--- src/rtl/pic_pkg.sv ---
package pic_pkg;
  typedef enum logic [2:0] {
    CLS_NONE   = 3'd0,
    CLS_DI     = 3'd1,
    CLS_EI     = 3'd2,
    CLS_TRAP   = 3'd3,
    CLS_RETI   = 3'd4,
    CLS_SETENT = 3'd5,
    CLS_UJMP   = 3'd6,
    CLS_PRIVOP = 3'd7
  } icls_e;

  function automatic logic cls_is_priv(icls_e c);
    return (c != CLS_NONE) && (c != CLS_TRAP);
  endfunction
endpackage

--- src/rtl/pic_decode.sv ---
module pic_decode
  import pic_pkg::*;
#(
  parameter int CW         = 4,
  parameter int PRIV_CAUSE = 3,
  parameter int TRAP_CAUSE = 0
) (
  input  logic          instr_valid,
  input  icls_e         cls,
  input  logic          sup,
  input  logic          ie,
  input  logic          irq_req,
  input  logic [CW-1:0] irq_cause,
  output logic          ready,
  output logic          take,
  output logic [CW-1:0] take_cause,
  output logic          do_di,
  output logic          do_ei,
  output logic          do_setent,
  output logic          do_ujmp,
  output logic          do_reti
);
  logic ext, fire, viol, trap, legal;

  always_comb begin
    ext   = irq_req && ie;
    ready = !ext;
    fire  = instr_valid && ready;
    viol  = fire && !sup && cls_is_priv(cls);
    trap  = fire && (cls == CLS_TRAP);
    take  = ext || viol || trap;
    if (ext)       take_cause = irq_cause;
    else if (trap) take_cause = CW'(TRAP_CAUSE);
    else           take_cause = CW'(PRIV_CAUSE);
    legal     = fire && sup;
    do_di     = legal && (cls == CLS_DI);
    do_ei     = legal && (cls == CLS_EI);
    do_setent = legal && (cls == CLS_SETENT);
    do_ujmp   = legal && (cls == CLS_UJMP);
    do_reti   = legal && (cls == CLS_RETI);
  end
endmodule

--- src/rtl/pic_shadow.sv ---
module pic_shadow #(
  parameter int XLEN = 32,
  parameter int TW   = 4
) (
  input  logic            clk,
  input  logic            rst_n,
  input  logic            save,
  input  logic [XLEN-1:0] pc_in,
  input  logic            sup_in,
  input  logic            ie_in,
  input  logic [TW-1:0]   thr_in,
  output logic [XLEN-1:0] pc_q,
  output logic            sup_q,
  output logic            ie_q,
  output logic [TW-1:0]   thr_q
);
  always_ff @(posedge clk) begin
    if (!rst_n) begin
      pc_q  <= '0;
      sup_q <= 1'b1;
      ie_q  <= 1'b0;
      thr_q <= '0;
    end else if (save) begin
      pc_q  <= pc_in;
      sup_q <= sup_in;
      ie_q  <= ie_in;
      thr_q <= thr_in;
    end
  end
endmodule

--- src/rtl/pic_mode.sv ---
module pic_mode #(
  parameter int XLEN = 32
) (
  input  logic            clk,
  input  logic            rst_n,
  input  logic            take,
  input  logic            do_di,
  input  logic            do_ei,
  input  logic            do_setent,
  input  logic            do_ujmp,
  input  logic            do_reti,
  input  logic [XLEN-1:0] operand,
  input  logic            sh_sup,
  input  logic            sh_ie,
  output logic            sup_q,
  output logic            ie_q,
  output logic [XLEN-1:0] entry_q
);
  always_ff @(posedge clk) begin
    if (!rst_n) begin
      sup_q   <= 1'b1;
      ie_q    <= 1'b0;
      entry_q <= '0;
    end else begin
      if (take) begin
        sup_q <= 1'b1;
        ie_q  <= 1'b0;
      end else if (do_ujmp) begin
        sup_q <= 1'b0;
      end else if (do_reti) begin
        sup_q <= sh_sup;
        ie_q  <= sh_ie;
      end else if (do_di) begin
        ie_q <= 1'b0;
      end else if (do_ei) begin
        ie_q <= 1'b1;
      end
      if (do_setent) entry_q <= operand;
    end
  end
endmodule

--- src/rtl/priv_irq_ctrl.sv ---
module priv_irq_ctrl
  import pic_pkg::*;
#(
  parameter int XLEN       = 32,
  parameter int TW         = 4,
  parameter int CW         = 4,
  parameter int PRIV_CAUSE = 3,
  parameter int TRAP_CAUSE = 0
) (
  input  logic            clk,
  input  logic            rst_n,
  input  logic            instr_valid,
  output logic            instr_ready,
  input  logic [2:0]      instr_class,
  input  logic [XLEN-1:0] operand,
  input  logic [XLEN-1:0] cur_pc,
  input  logic [TW-1:0]   active_threads,
  input  logic            irq_req,
  input  logic [CW-1:0]   irq_cause,
  output logic            redirect_valid,
  output logic [XLEN-1:0] redirect_pc,
  output logic            cause_valid,
  output logic [CW-1:0]   cause_code,
  output logic            restore_valid,
  output logic [TW-1:0]   restore_threads,
  output logic            supervisor,
  output logic            irq_enable
);
  logic            take, do_di, do_ei, do_setent, do_ujmp, do_reti;
  logic [CW-1:0]   take_cause;
  logic            sup_q, ie_q, sh_sup, sh_ie;
  logic [XLEN-1:0] entry_q, sh_pc;
  logic [TW-1:0]   sh_thr;

  pic_decode #(.CW(CW), .PRIV_CAUSE(PRIV_CAUSE), .TRAP_CAUSE(TRAP_CAUSE)) u_dec (
    .instr_valid(instr_valid), .cls(icls_e'(instr_class)), .sup(sup_q), .ie(ie_q),
    .irq_req(irq_req), .irq_cause(irq_cause), .ready(instr_ready), .take(take),
    .take_cause(take_cause), .do_di(do_di), .do_ei(do_ei), .do_setent(do_setent),
    .do_ujmp(do_ujmp), .do_reti(do_reti)
  );

  pic_shadow #(.XLEN(XLEN), .TW(TW)) u_shadow (
    .clk(clk), .rst_n(rst_n), .save(take), .pc_in(cur_pc), .sup_in(sup_q),
    .ie_in(ie_q), .thr_in(active_threads), .pc_q(sh_pc), .sup_q(sh_sup),
    .ie_q(sh_ie), .thr_q(sh_thr)
  );

  pic_mode #(.XLEN(XLEN)) u_mode (
    .clk(clk), .rst_n(rst_n), .take(take), .do_di(do_di), .do_ei(do_ei),
    .do_setent(do_setent), .do_ujmp(do_ujmp), .do_reti(do_reti),
    .operand(operand), .sh_sup(sh_sup), .sh_ie(sh_ie), .sup_q(sup_q),
    .ie_q(ie_q), .entry_q(entry_q)
  );

  always_ff @(posedge clk) begin
    if (!rst_n) begin
      redirect_valid  <= 1'b0;
      redirect_pc     <= '0;
      cause_valid     <= 1'b0;
      cause_code      <= '0;
      restore_valid   <= 1'b0;
      restore_threads <= '0;
    end else begin
      redirect_valid <= take || do_ujmp || do_reti;
      cause_valid    <= take;
      restore_valid  <= do_reti;
      if (take)          redirect_pc <= entry_q;
      else if (do_ujmp)  redirect_pc <= operand;
      else if (do_reti)  redirect_pc <= sh_pc;
      if (take)          cause_code <= take_cause;
      if (do_reti)       restore_threads <= sh_thr;
    end
  end

  assign supervisor = sup_q;
  assign irq_enable = ie_q;
endmodule

--- config.mk ---
export PLATFORM = sky130hd
export DESIGN_NAME = priv_irq_ctrl
export DESIGN_NICKNAME = d
export VERILOG_FILES = /design/src/rtl/pic_pkg.sv /design/src/rtl/pic_decode.sv /design/src/rtl/pic_shadow.sv /design/src/rtl/pic_mode.sv /design/src/rtl/priv_irq_ctrl.sv
export SDC_FILE = /design/constraint.sdc
export NUM_CORES = 1
export LEC_CHECK = 0
export ABC_AREA = 1
export BUFFER_PORTS_ARGS = -buffer_cell sky130_fd_sc_hd__buf_2
export CAP_MARGIN = 20
export CORE_AREA = 2 2 105 107
export DETAILED_ROUTE_END_ITERATION = 8
export DIE_AREA = 0 0 107 109
export PLACE_DENSITY = 0.74
export SYNTH_ARGS = -nofsm -noshare
export SYNTH_HDL_FRONTEND = slang
export SYNTH_SLANG_ARGS = --single-unit
--- constraint.sdc ---
create_clock -name clk -period 1.6 [get_ports clk]
set_clock_uncertainty 0.1 [all_clocks]
set_input_delay 0.24 -clock clk [delete_from_list [all_inputs] [get_ports clk]]
set_output_delay 0.24 -clock clk [all_outputs]
set_load 0.005 [all_outputs]
==> impl_summary.txt, run 1 <==
----------------------------------------------------
[Outcome]
  Run status ... finished clean

[Synthesis]
  Gate count of the mapped netlist ... 657
  Leading cell types by total area after synthesis ... sky130_fd_sc_hd__dfxtp_1, sky130_fd_sc_hd__nand2_1, sky130_fd_sc_hd__o21ai_0
  Count of synthesis-stage warnings from yosys ... 0
  Cell area after technology mapping ... 0.004643 sq mm
  Post-synthesis sequential element count ... 115
  Post-Synthesis Mean Instance Area ... 7.067 sq um
  Yosys top cell area share ... 49.58%
  Sequential area share after synthesis ... 49.58%
  Post-synth top area cell ... sky130_fd_sc_hd__dfxtp_1
  Total nets after synthesis ... 736
  Count of different cell masters after synthesis ... 20

[STA]
  Final number of hold-violating endpoints ... 0
  Transition at the pin with the smallest max-transition slack ... 294.8 ps
  RSZ-0062 raised after global routing ... yes
  Post-layout min period ... 1533 ps
  Final setup fails ... 0
  Number of max-slew violations in the final report ... 0
  Relative slew margins ... 80.20%
  Fraction of the cycle the final worst path needs ... 95.78%
  Fmax achieved ... 652.5 MHz

[Routing]
  Average vias per placed instance ... 4.884
  Vias ... 4962
  ANT nets after route ... 0
  DRC violations left ... 0
  Number of violations reported at the end of detailed-routing iteration 0 ... 301
  Wirelength, routed ... 14.00 mm
  Routed wire per std cell ... 13.78 um
  Pre-antenna DRT Iters ... 5

[Place]
  Port Buffers ... 124
  Final weighted congestion in routability-driven placement ... 0.8438
  HPWL reported at the end of detailed placement ... 8.202 mm
  Total placed instance area ... 0.005525 sq mm

[Finish]
  Layout-stage area growth over the synthesis result ... 52.22%
  Core Util, Final ... 66.66%
  Nets@finish ... 944
  Final Instance Area ... 0.007068 sq mm
  N_diodes ... 0
  Fraction of final layout cells sized beyond drive strength 1 ... 23.06%

[Global route]
  Wire length of the first global-routing pass ... 21.02 mm
  Pin count of the biggest net entering global routing ... 43
  Total global routing overflow ... 0
  Vias in the first global route ... 4643
  Antenna violations before repair ... 0
  Global-route total usage across every layer ... 22.88%

[Critical path]
  Critical path endpoint category ... register
  Worst r2r path cells ... 9
  Critical path type ... register to register
  Internal reg-to-reg setup slack ... 70 ps
  Data arrival at the endpoint of the critical path ... 1860 ps
  Critical-path maximum fanout ... 6
  Worst setup path start ... u_mode.ie_q
  Worst setup SP type ... register
  Worst path required time ... 1920 ps
  FF-to-FF End ... redirect_pc[4]
  Source of the worst register-to-register timing path ... u_mode.ie_q

[Floorplanning]
  Row Count ... 38
  I/O pin count ... 125
  Core region area ... 0.01060 sq mm
  Starting utilization of the core area ... 43.79%
  Die area ... 0.01166 sq mm
  Die boundary height ... 109 um
  Die width ... 107 um

[Power and ir drop]
  Static Leakage ... 3.235 nW
  VDD IR max ... 0.0006026 V
  Power Dens Cells ... 1075 mW/mm^2

[Clocking]
  Clock-pin slew of the registers on the worst-case setup and hold paths ... 50 ps
  Skew-Pair Late Insertion Delay ... 500 ps
  Clock Tree Root ... sky130_fd_sc_hd__clkbuf_8
  Maximum clock insertion buffer count ... 2
  Maximum level of the CTS H-tree ... 4
  Count of clock tree sinks ... 115
  Number of buffers created by CTS ... 17
  CTS tree ... done

[Flow run]
  Max-cap violations ... 0

[Hold path]
  Number of cells on the worst hold path ... 4
  Worst min-delay path category ... primary input to register
  Hold EP ... u_mode.ie_q
  Start point of the worst hold path ... instr_class[2]

----------------------------------------------------
-- worst max-delay path, cell delays in order (launching register included) --
cell and delay, ps:
sky130_fd_sc_hd__dfxtp_2 340, sky130_fd_sc_hd__nand2_4 100, sky130_fd_sc_hd__nand4_1 190, sky130_fd_sc_hd__nor2_4 180, sky130_fd_sc_hd__buf_12 130, sky130_fd_sc_hd__buf_8 110
sky130_fd_sc_hd__nand3_1 90, sky130_fd_sc_hd__nand2_1 80, sky130_fd_sc_hd__nor2_1 50, sky130_fd_sc_hd__nor2_1 100
-- cells by family (layout without fill, tap and decap cells) --
group	Yosys count	after routing	share of synthesized area, %
buf+inv	108	327	9.512
simple gates	310	310	27.41
flops	115	115	49.58
compound gates	124	124	13.50
-- metrics by stage --
| stage | setup TNS (ps) | hold WS [ps] | setup slack [ps] | total power (W) | std cells |
|---|---|---|---|---|---|
| 4_1_cts | 0 | 5.317 | 37.74 | 0.007547 | 1008 |
| 3_3_place_gp | 0 | 325.6 | 39.93 | 0.003687 | 906 |
| 6_report | 0 | 33.67 | 67.49 | 0.007601 | 1016 |
| 3_5_place_dp | 0 | 331.4 | 4.633 | 0.003692 | 906 |
| 2_1_floorplan | 0 | 243.1 | 89.25 | 0.003402 | 657 |
| 5_1_grt | -68.98 | 37.94 | -33.58 | 0.007881 | 1016 |
-- placed cells by master, fill, tap and decap left out, types with 2 or more instances in the layout --
master,count
sky130_fd_sc_hd__nor2_2,2
sky130_fd_sc_hd__clkbuf_16,21
sky130_fd_sc_hd__clkinv_2,5
sky130_fd_sc_hd__nand2_2,3
sky130_fd_sc_hd__nor2_4,3
sky130_fd_sc_hd__buf_6,4
sky130_fd_sc_hd__buf_12,9
sky130_fd_sc_hd__nor2_1,77
sky130_fd_sc_hd__o21ai_0,75
sky130_fd_sc_hd__nand2_1,152
sky130_fd_sc_hd__dfxtp_1,113
sky130_fd_sc_hd__inv_1,65
sky130_fd_sc_hd__buf_2,124
sky130_fd_sc_hd__clkbuf_8,4
sky130_fd_sc_hd__dlygate4sd3_1,72
sky130_fd_sc_hd__inv_2,4
sky130_fd_sc_hd__dfxtp_2,2
sky130_fd_sc_hd__a21oi_1,16
sky130_fd_sc_hd__nand3_1,57
sky130_fd_sc_hd__bufinv_16,3
sky130_fd_sc_hd__inv_6,2
sky130_fd_sc_hd__buf_4,12
sky130_fd_sc_hd__o21ai_1,30
sky130_fd_sc_hd__nor3_1,13
-- synthesized netlist by cell type, drive strengths merged --
master,number
nand2,156
dfxtp,115
o21ai,105
nor2,82
inv,70
nand3,58
buf,20
clkbuf,18
a21oi,16
nor3,13
nand4,1
o211ai,1
o21a,1
o22ai,1
-- metal layers --
layer	wire length, um	track usage [%]	part of all wire, %	vias to the layer above
li1	-	-	-	2509
met1	5872	26.25	42	2248
met2	7107	41.67	51	181
met3	769	5.081	5.5	24
met4	248	8.534	1.8	0
met5	0	0	0	-
-- worst max path at each step --
stage,to,slack (ps),depth (start not counted)
after global routing,redirect_pc[4],-30,9
after global placement,redirect_pc[20],40,10
final,redirect_pc[4],70,9
after detailed placement,restore_threads[3],5,8
after floorplan,redirect_pc[12],90,9
after CTS,redirect_pc[27],40,9
-- flip-flops by register name (all words and copies together), names as in the netlist --
register	count
cause_valid	1
u_shadow.sup_q	1
u_mode.ie_q	1
redirect_valid	1
u_shadow.pc_q	32
restore_threads	4
redirect_pc	32
restore_valid	1
cause_code	4
u_mode.sup_q	1
u_mode.entry_q	32
u_shadow.ie_q	1
u_shadow.thr_q	4
-- cell type report --
cell class              count  area, sq um
clock buffers              20        455.4
clock inverters            10        131.4
fillers                   843         3535
inverters                  70        267.8
multi-input cells         434         1937
flip-flops and latches    115         2305
well taps                 140        175.2
repair buffers            227         1797
-- what timing repair did --
item / 4_1_cts / 5_1_grt
resized for setup: 1 / 20
pin swaps: 0 / 2
endpoints found under the hold margin: 90 / 0
hold buffers: 72 / 0
cloned: 0 / 5
setup endpoints to repair: 1 / 50
setup buffers: 0 / 3
-- power breakdown --
part	switching, W	total, W	internal [W]
sequential	0.0000475	0.00303	0.00298
combinational	0.000417	0.000815	0.000398
clock	0.00129	0.00376	0.00247
total	0.00175	0.00760	0.00585
(Power assumes the default switching activity.)
==> run 2: changes to the inputs <==
--- a/config.mk
+++ b/config.mk
@@ -14,2 +14,3 @@
 export PLACE_DENSITY = 0.74
+export SETUP_SLACK_MARGIN = 0.2
 export SYNTH_ARGS = -nofsm -noshare
--- a/constraint.sdc
+++ b/constraint.sdc
@@ -4,2 +4,2 @@
 set_output_delay 0.24 -clock clk [all_outputs]
-set_load 0.005 [all_outputs]
+set_load 0.05 [all_outputs]
==> run 2 against run 1 <==
The flow now finishes with violations (negative setup slack). Flip-flop and latch count is the same. Maximum frequency shrank 8.5%. Clock power grew 3%. Count of clock-buffer cells in the layout shrank 1. Sequential power is essentially flat. Setup slack lost 140 ps. Combinational power grew 62%. Design area grew 19%. Worst hold slack gained 18 ps.
==> impl_summary.txt, run 2 (synthesis results as in run 1) <==
----------------------------------------------------
[Floorplanning]
  I/O pin count ... 125
  Starting utilization of the core area ... 43.79%
  Die width ... 107 um
  Row Count ... 38
  Core region area ... 0.01060 sq mm
  Die area ... 0.01166 sq mm
  Die boundary height ... 109 um

[STA]
  Fmax achieved ... 596.8 MHz
  Final worst slack ... -75.66 ps
  Final setup fails ... 16
  Post-layout min period ... 1676 ps
  Fraction of the cycle the final worst path needs ... 104.7%
  RSZ-0062 raised after global routing ... yes
  Total Negative Setup Slacks ... -376.5 ps
  Transition at the pin with the smallest max-transition slack ... 503.6 ps
  Relative slew margins ... 66.17%
  Final number of hold-violating endpoints ... 0
  Number of max-slew violations in the final report ... 0

[Flow run]
  Max-cap violations ... 0

[Routing]
  Met3 WL post-DR ... 1.438 mm
  Met1 Routed Length ... 6.852 mm
  Routed wire per std cell ... 18.34 um
  Vias ... 5699
  Pre-antenna DRT Iters ... 6
  Average vias per placed instance ... 5.428
  DRC violations left ... 0
  Number of violations reported at the end of detailed-routing iteration 0 ... 387
  Met2 wirelength from detailed routing ... 10.20 mm
  Top Metal Used ... met4
  ANT nets after route ... 0
  Wirelength, routed ... 19.26 mm

[Power and ir drop]
  VDD IR max ... 0.0006563 V
  Static Leakage ... 3.578 nW
  Power Dens Cells ... 978.3 mW/mm^2

[Clocking]
  Count of clock tree sinks ... 115
  Clock-pin slew of the registers on the worst-case setup and hold paths ... 60 ps
  Skew-Pair Late Insertion Delay ... 510 ps
  Maximum clock insertion buffer count ... 2
  Number of buffers created by CTS ... 17
  Maximum level of the CTS H-tree ... 4
  CTS tree ... done
  Clock Tree Root ... sky130_fd_sc_hd__clkbuf_8

[Critical path]
  Critical-path cell list ... nand2_8 > nand2_2 > nor2_2 > nand2_2 > nand2_4 > nand2_4 > inv_8 > buf_12 > buf_16 > nand2_1 > o21ai_1
  Critical path type ... register to register
  Stage delay of the slowest cell on the critical path ... 360 ps
  Worst setup SP type ... register
  Worst path required time ... 1920 ps
  Crit path max-delay cell type ... sky130_fd_sc_hd__dfxtp_4
  Critical path endpoint category ... register
  Data arrival at the endpoint of the critical path ... 2000 ps
  Critical-path maximum fanout ... 6

[Finish]
  Layout filler cell count ... 607
  Highest-count cells in the layout ignoring fill and taps ... sky130_fd_sc_hd__nand2_1, sky130_fd_sc_hd__dfxtp_1, sky130_fd_sc_hd__buf_2
  Leading cell type in the layout, fill and taps excluded ... sky130_fd_sc_hd__nand2_1
  Layout-stage area growth over the synthesis result ... 81.46%
  N_diodes ... 0
  Final Instance Area ... 0.008426 sq mm
  Area occupied by multi-input gates ... 0.002283 sq mm
  Nets@finish ... 976
  Area occupied by registers ... 0.002344 sq mm
  Final non-filler cell total ... 1050
  Biggest regs ... redirect_pc (32), u_mode.entry_q (32), u_shadow.pc_q (32)
  Fraction of final layout cells sized beyond drive strength 1 ... 37.80%

[Place]
  Total placed instance area ... 0.005565 sq mm
  Final weighted congestion in routability-driven placement ... 0.8349
  HPWL reported at the end of detailed placement ... 8.737 mm
  Post-placement cell count ... 905
  Port Buffers ... 124

[Hold path]
  Worst min-delay path category ... primary input to register

[Global route]
  Pin count of the biggest net entering global routing ... 35
  Total global routing overflow ... 0
  Global-route total usage across every layer ... 28.80%
  Wire length of the first global-routing pass ... 26.01 mm
  Vias in the first global route ... 5573
  Antenna violations before repair ... 0

[Outcome]
  Run status ... complete, but fails checks
  Violations in the final reports ... negative setup slack

----------------------------------------------------
## run 2: cell count changes in the layout (fill, tap and decap cells not counted), sizes merged
| cell | previous run | this run |
|---|---|---|
| clkbuf | 25 | 26 |
| clkinvlp | 1 | 4 |
| clkinv | 5 | 6 |
| buf | 150 | 180 |
| inv | 71 | 70 |
## run 2: worst paths after layout
check                           cells past startpoint         startpoint  slack (ps)                 to
worst min register to register                      2  u_shadow.thr_q[0]         350  u_shadow.thr_q[0]
worst max-delay path                               11        u_mode.ie_q         -80  u_shadow.pc_q[30]
worst max register to register                     11        u_mode.ie_q         -80  u_shadow.pc_q[30]
worst min-delay path                                4     instr_class[0]          50     redirect_valid
## run 2: per-stage QoR
step,power (W),utilization (%),hold slack [ps],worst slack [ps]
finish,0.008243,79.47,51.98,-75.66
global route,0.008479,79.47,67.02,-106.0
CTS,0.007974,72.75,60.40,56.40
detailed placement,0.003819,52.49,331.0,-130.2
global placement,0.003800,52.49,323.7,-48.83
floorplan,0.003550,-,243.1,21.20
## run 2: power by group
part	total [W]	internal (W)	switching (W)
sequential	0.00306	0.00298	0.0000723
combinational	0.00132	0.000628	0.000694
clock	0.00386	0.00246	0.00141
total	0.00824	0.00607	0.00217
## run 2: area by class of cell
type	count	share of cell area, %
repair buffers	259	32.46
clock inverters	13	1.871
multi-input cells	434	27.10
flip-flops and latches	115	27.81
inverters	70	3.416
well taps	140	2.079
clock buffers	19	5.257
## run 2: routing by layer
metal  up-vias  track usage (%)
met5         -                0
met4         0            14.75
met3        73            6.216
met2       343            55.00
met1      2688            29.47
li1       2595                -
## run 2: repair_timing
item / CTS / global route
endpoints found under the hold margin: 90 / 0
setup buffers: 10 / 9
pin swaps: 9 / 40
resized for setup: 143 / 158
endpoints found under the setup margin: 154 / 142
hold buffers: 72 / 0
cloned: 13 / 9
## run 2: critical path: cells and delay by family, from the launching register on
family,cells,cell delay [ps]
AO/OA/AOI/OAI,1,130
buffers and inverters,3,350
flip-flops,1,360
AND/OR/NAND/NOR,7,650
==> run 3: changes to the inputs <==
CTS_BUF_LIST = sky130_fd_sc_hd__clkbuf_16   (was unset)
clock period = 2.1 ns   (was 1.6 ns; I/O delays follow)
==> run 3 against run 2 <==
The run now ends clean. Clock power fell by 28%. Largest cell class is now sequential cells. Routed wire length fell by 38%. Worst hold slack got worse by 37 ps. First-iteration DRC count fell by 21%. Core utilization fell by 23 points. Maximum frequency rose by 2.1%.
==> impl_summary.txt, run 3 (synthesis results as in run 1) <==
----------------------------------------------------
[Routing]
  Met3 WL post-DR ... 618 um
  Met1 Routed Length ... 5.381 mm
  Average vias per placed instance ... 4.802
  Pre-antenna DRT Iters ... 5
  Number of violations reported at the end of detailed-routing iteration 0 ... 304
  ANT nets after route ... 0
  DRC violations left ... 0
  Wirelength, routed ... 11.88 mm
  Vias ... 4480
  Met2 wirelength from detailed routing ... 5.697 mm
  Routed wire per std cell ... 12.73 um
  Top Metal Used ... met4

[Global route]
  Pin count of the biggest net entering global routing ... 54
  Wire length of the first global-routing pass ... 19.64 mm
  Global-route total usage across every layer ... 21.43%
  Total global routing overflow ... 0
  Antenna violations before repair ... 0
  Vias in the first global route ... 4083

[Power and ir drop]
  Static Leakage ... 2.799 nW
  VDD IR max ... 0.0004169 V
  Power Dens Cells ... 934.0 mW/mm^2

[Clocking]
  Count of clock tree sinks ... 115
  Number of buffers created by CTS ... 17
  Clock Tree Root ... sky130_fd_sc_hd__clkbuf_16
  Clock-pin slew of the registers on the worst-case setup and hold paths ... 50 ps
  Maximum level of the CTS H-tree ... 4
  Post-CTS Setup Inserts ... 0
  Maximum clock insertion buffer count ... 2
  Skew-Pair Late Insertion Delay ... 400 ps
  CTS tree ... done

[Place]
  HPWL reported at the end of detailed placement ... 7.943 mm
  Setup slack at placement ... 414.9 ps
  Port Buffers ... 124
  Final weighted congestion in routability-driven placement ... 0.7944

[Floorplanning]
  Row Count ... 38
  Starting utilization of the core area ... 43.79%
  Die boundary height ... 109 um
  I/O pin count ... 125
  Die area ... 0.01166 sq mm
  Core region area ... 0.01060 sq mm
  Die width ... 107 um

[STA]
  Final number of hold-violating endpoints ... 0
  Fraction of the cycle the final worst path needs ... 78.17%
  RSZ-0062 raised after global routing ... no
  Number of max-slew violations in the final report ... 0
  Post-layout min period ... 1641 ps
  Final worst slack ... 458.5 ps
  Relative slew margins ... 51.75%
  Total Negative Setup Slacks ... 0 ps
  Final setup fails ... 0
  Transition at the pin with the smallest max-transition slack ... 723.0 ps
  Fmax achieved ... 609.2 MHz

[Outcome]
  Run status ... finished clean

[Critical path]
  Worst setup SP type ... register
  Critical path endpoint category ... register
  Source of the worst register-to-register timing path ... u_mode.sup_q
  Worst path required time ... 2330 ps
  Data arrival at the endpoint of the critical path ... 1870 ps
  Worst setup path start ... u_mode.sup_q
  Critical path type ... register to register
  Critical-path maximum fanout ... 13

[Hold path]
  Start point of the worst hold path ... active_threads[0]
  Worst min-delay path category ... primary input to register

[Finish]
  Fraction of final layout cells sized beyond drive strength 1 ... 23.08%
  Biggest regs ... redirect_pc (32), u_mode.entry_q (32), u_shadow.pc_q (32)
  Layout-stage area growth over the synthesis result ... 29.91%
  Leading cell type in the layout, fill and taps excluded ... sky130_fd_sc_hd__nand2_1
  Nets@finish ... 861
  Highest-count cells in the layout ignoring fill and taps ... sky130_fd_sc_hd__nand2_1, sky130_fd_sc_hd__buf_2, sky130_fd_sc_hd__dfxtp_1
  N_diodes ... 0

[Flow run]
  Max-cap violations ... 0

----------------------------------------------------
==> run 3: cell count changes in the layout (fill, tap and decap cells not counted), moves of 20 or more <==
cell,previous run,this run
sky130_fd_sc_hd__o21ai_0,32,76
sky130_fd_sc_hd__o21ai_2,21,0
sky130_fd_sc_hd__dlygate4sd3_1,72,2
sky130_fd_sc_hd__o21ai_1,49,29
sky130_fd_sc_hd__nand2_1,130,152
sky130_fd_sc_hd__dfxtp_2,27,1
sky130_fd_sc_hd__dfxtp_1,86,114
sky130_fd_sc_hd__buf_2,79,124
sky130_fd_sc_hd__buf_6,44,0
==> run 3: repair_timing <==
item,4_1_cts,5_1_grt
resized for setup,0,1
setup endpoints to repair,0,1
hold endpoints to repair,2,0
hold buffers,2,0
==> run 3: worst max-delay path: stages (launching register included) <==
cell,delay [ps]
sky130_fd_sc_hd__dfxtp_1,440
sky130_fd_sc_hd__nand3_1,190
sky130_fd_sc_hd__buf_4,220
sky130_fd_sc_hd__inv_1,90
sky130_fd_sc_hd__nand2_2,110
sky130_fd_sc_hd__inv_1,160
sky130_fd_sc_hd__o21ai_0,120
sky130_fd_sc_hd__a21oi_1,140
==> run 3: path summary, 6_finish.rpt <==
path	depth (start not counted)	slack [ps]	to
worst min-delay path	3	10	u_shadow.thr_q[0]
worst min register to register	2	350	u_shadow.thr_q[0]
worst max-delay path	7	460	restore_threads[3]
worst max register to register	7	460	restore_threads[3]
==> run 3: routing by layer <==
metal	vias to the layer above	global-route usage [%]
li1	2346	-
met1	1974	27.52
met2	145	35.67
met3	15	4.483
met4	0	7.978
met5	-	0
==> run 3: through the flow <==
step           util (%)  area, sq um  instances  power [W]  hold slack [ps]
5_1_grt           56.89         6032        933   0.005849            11.37
3_3_place_gp      51.30         5439        901   0.002885            328.5
3_5_place_dp      51.30         5439        901   0.002889            339.5
6_report          56.89         6032        933   0.005634            14.99
2_1_floorplan         -         4644        657   0.002681            318.1
4_1_cts           56.87         6030        933   0.005671            6.379
==> run 3: power by group <==
group,switching (W),leakage [nW],internal [W]
logic,0.000364,1.59,0.000177
registers,0.0000339,0.933,0.00227
clock network,0.000960,0.280,0.00183
==> run 3: cell type report <==
type	instances	area [sq um]
Multi-Input combinational cell	434	1907
Tap cell	140	175.2
Clock buffer	17	425.4
Inverter	70	262.8
Sequential cell	115	2303
Fill cell	1019	4571
Timing Repair Buffer	144	813.3
Clock inverter	13	145.1
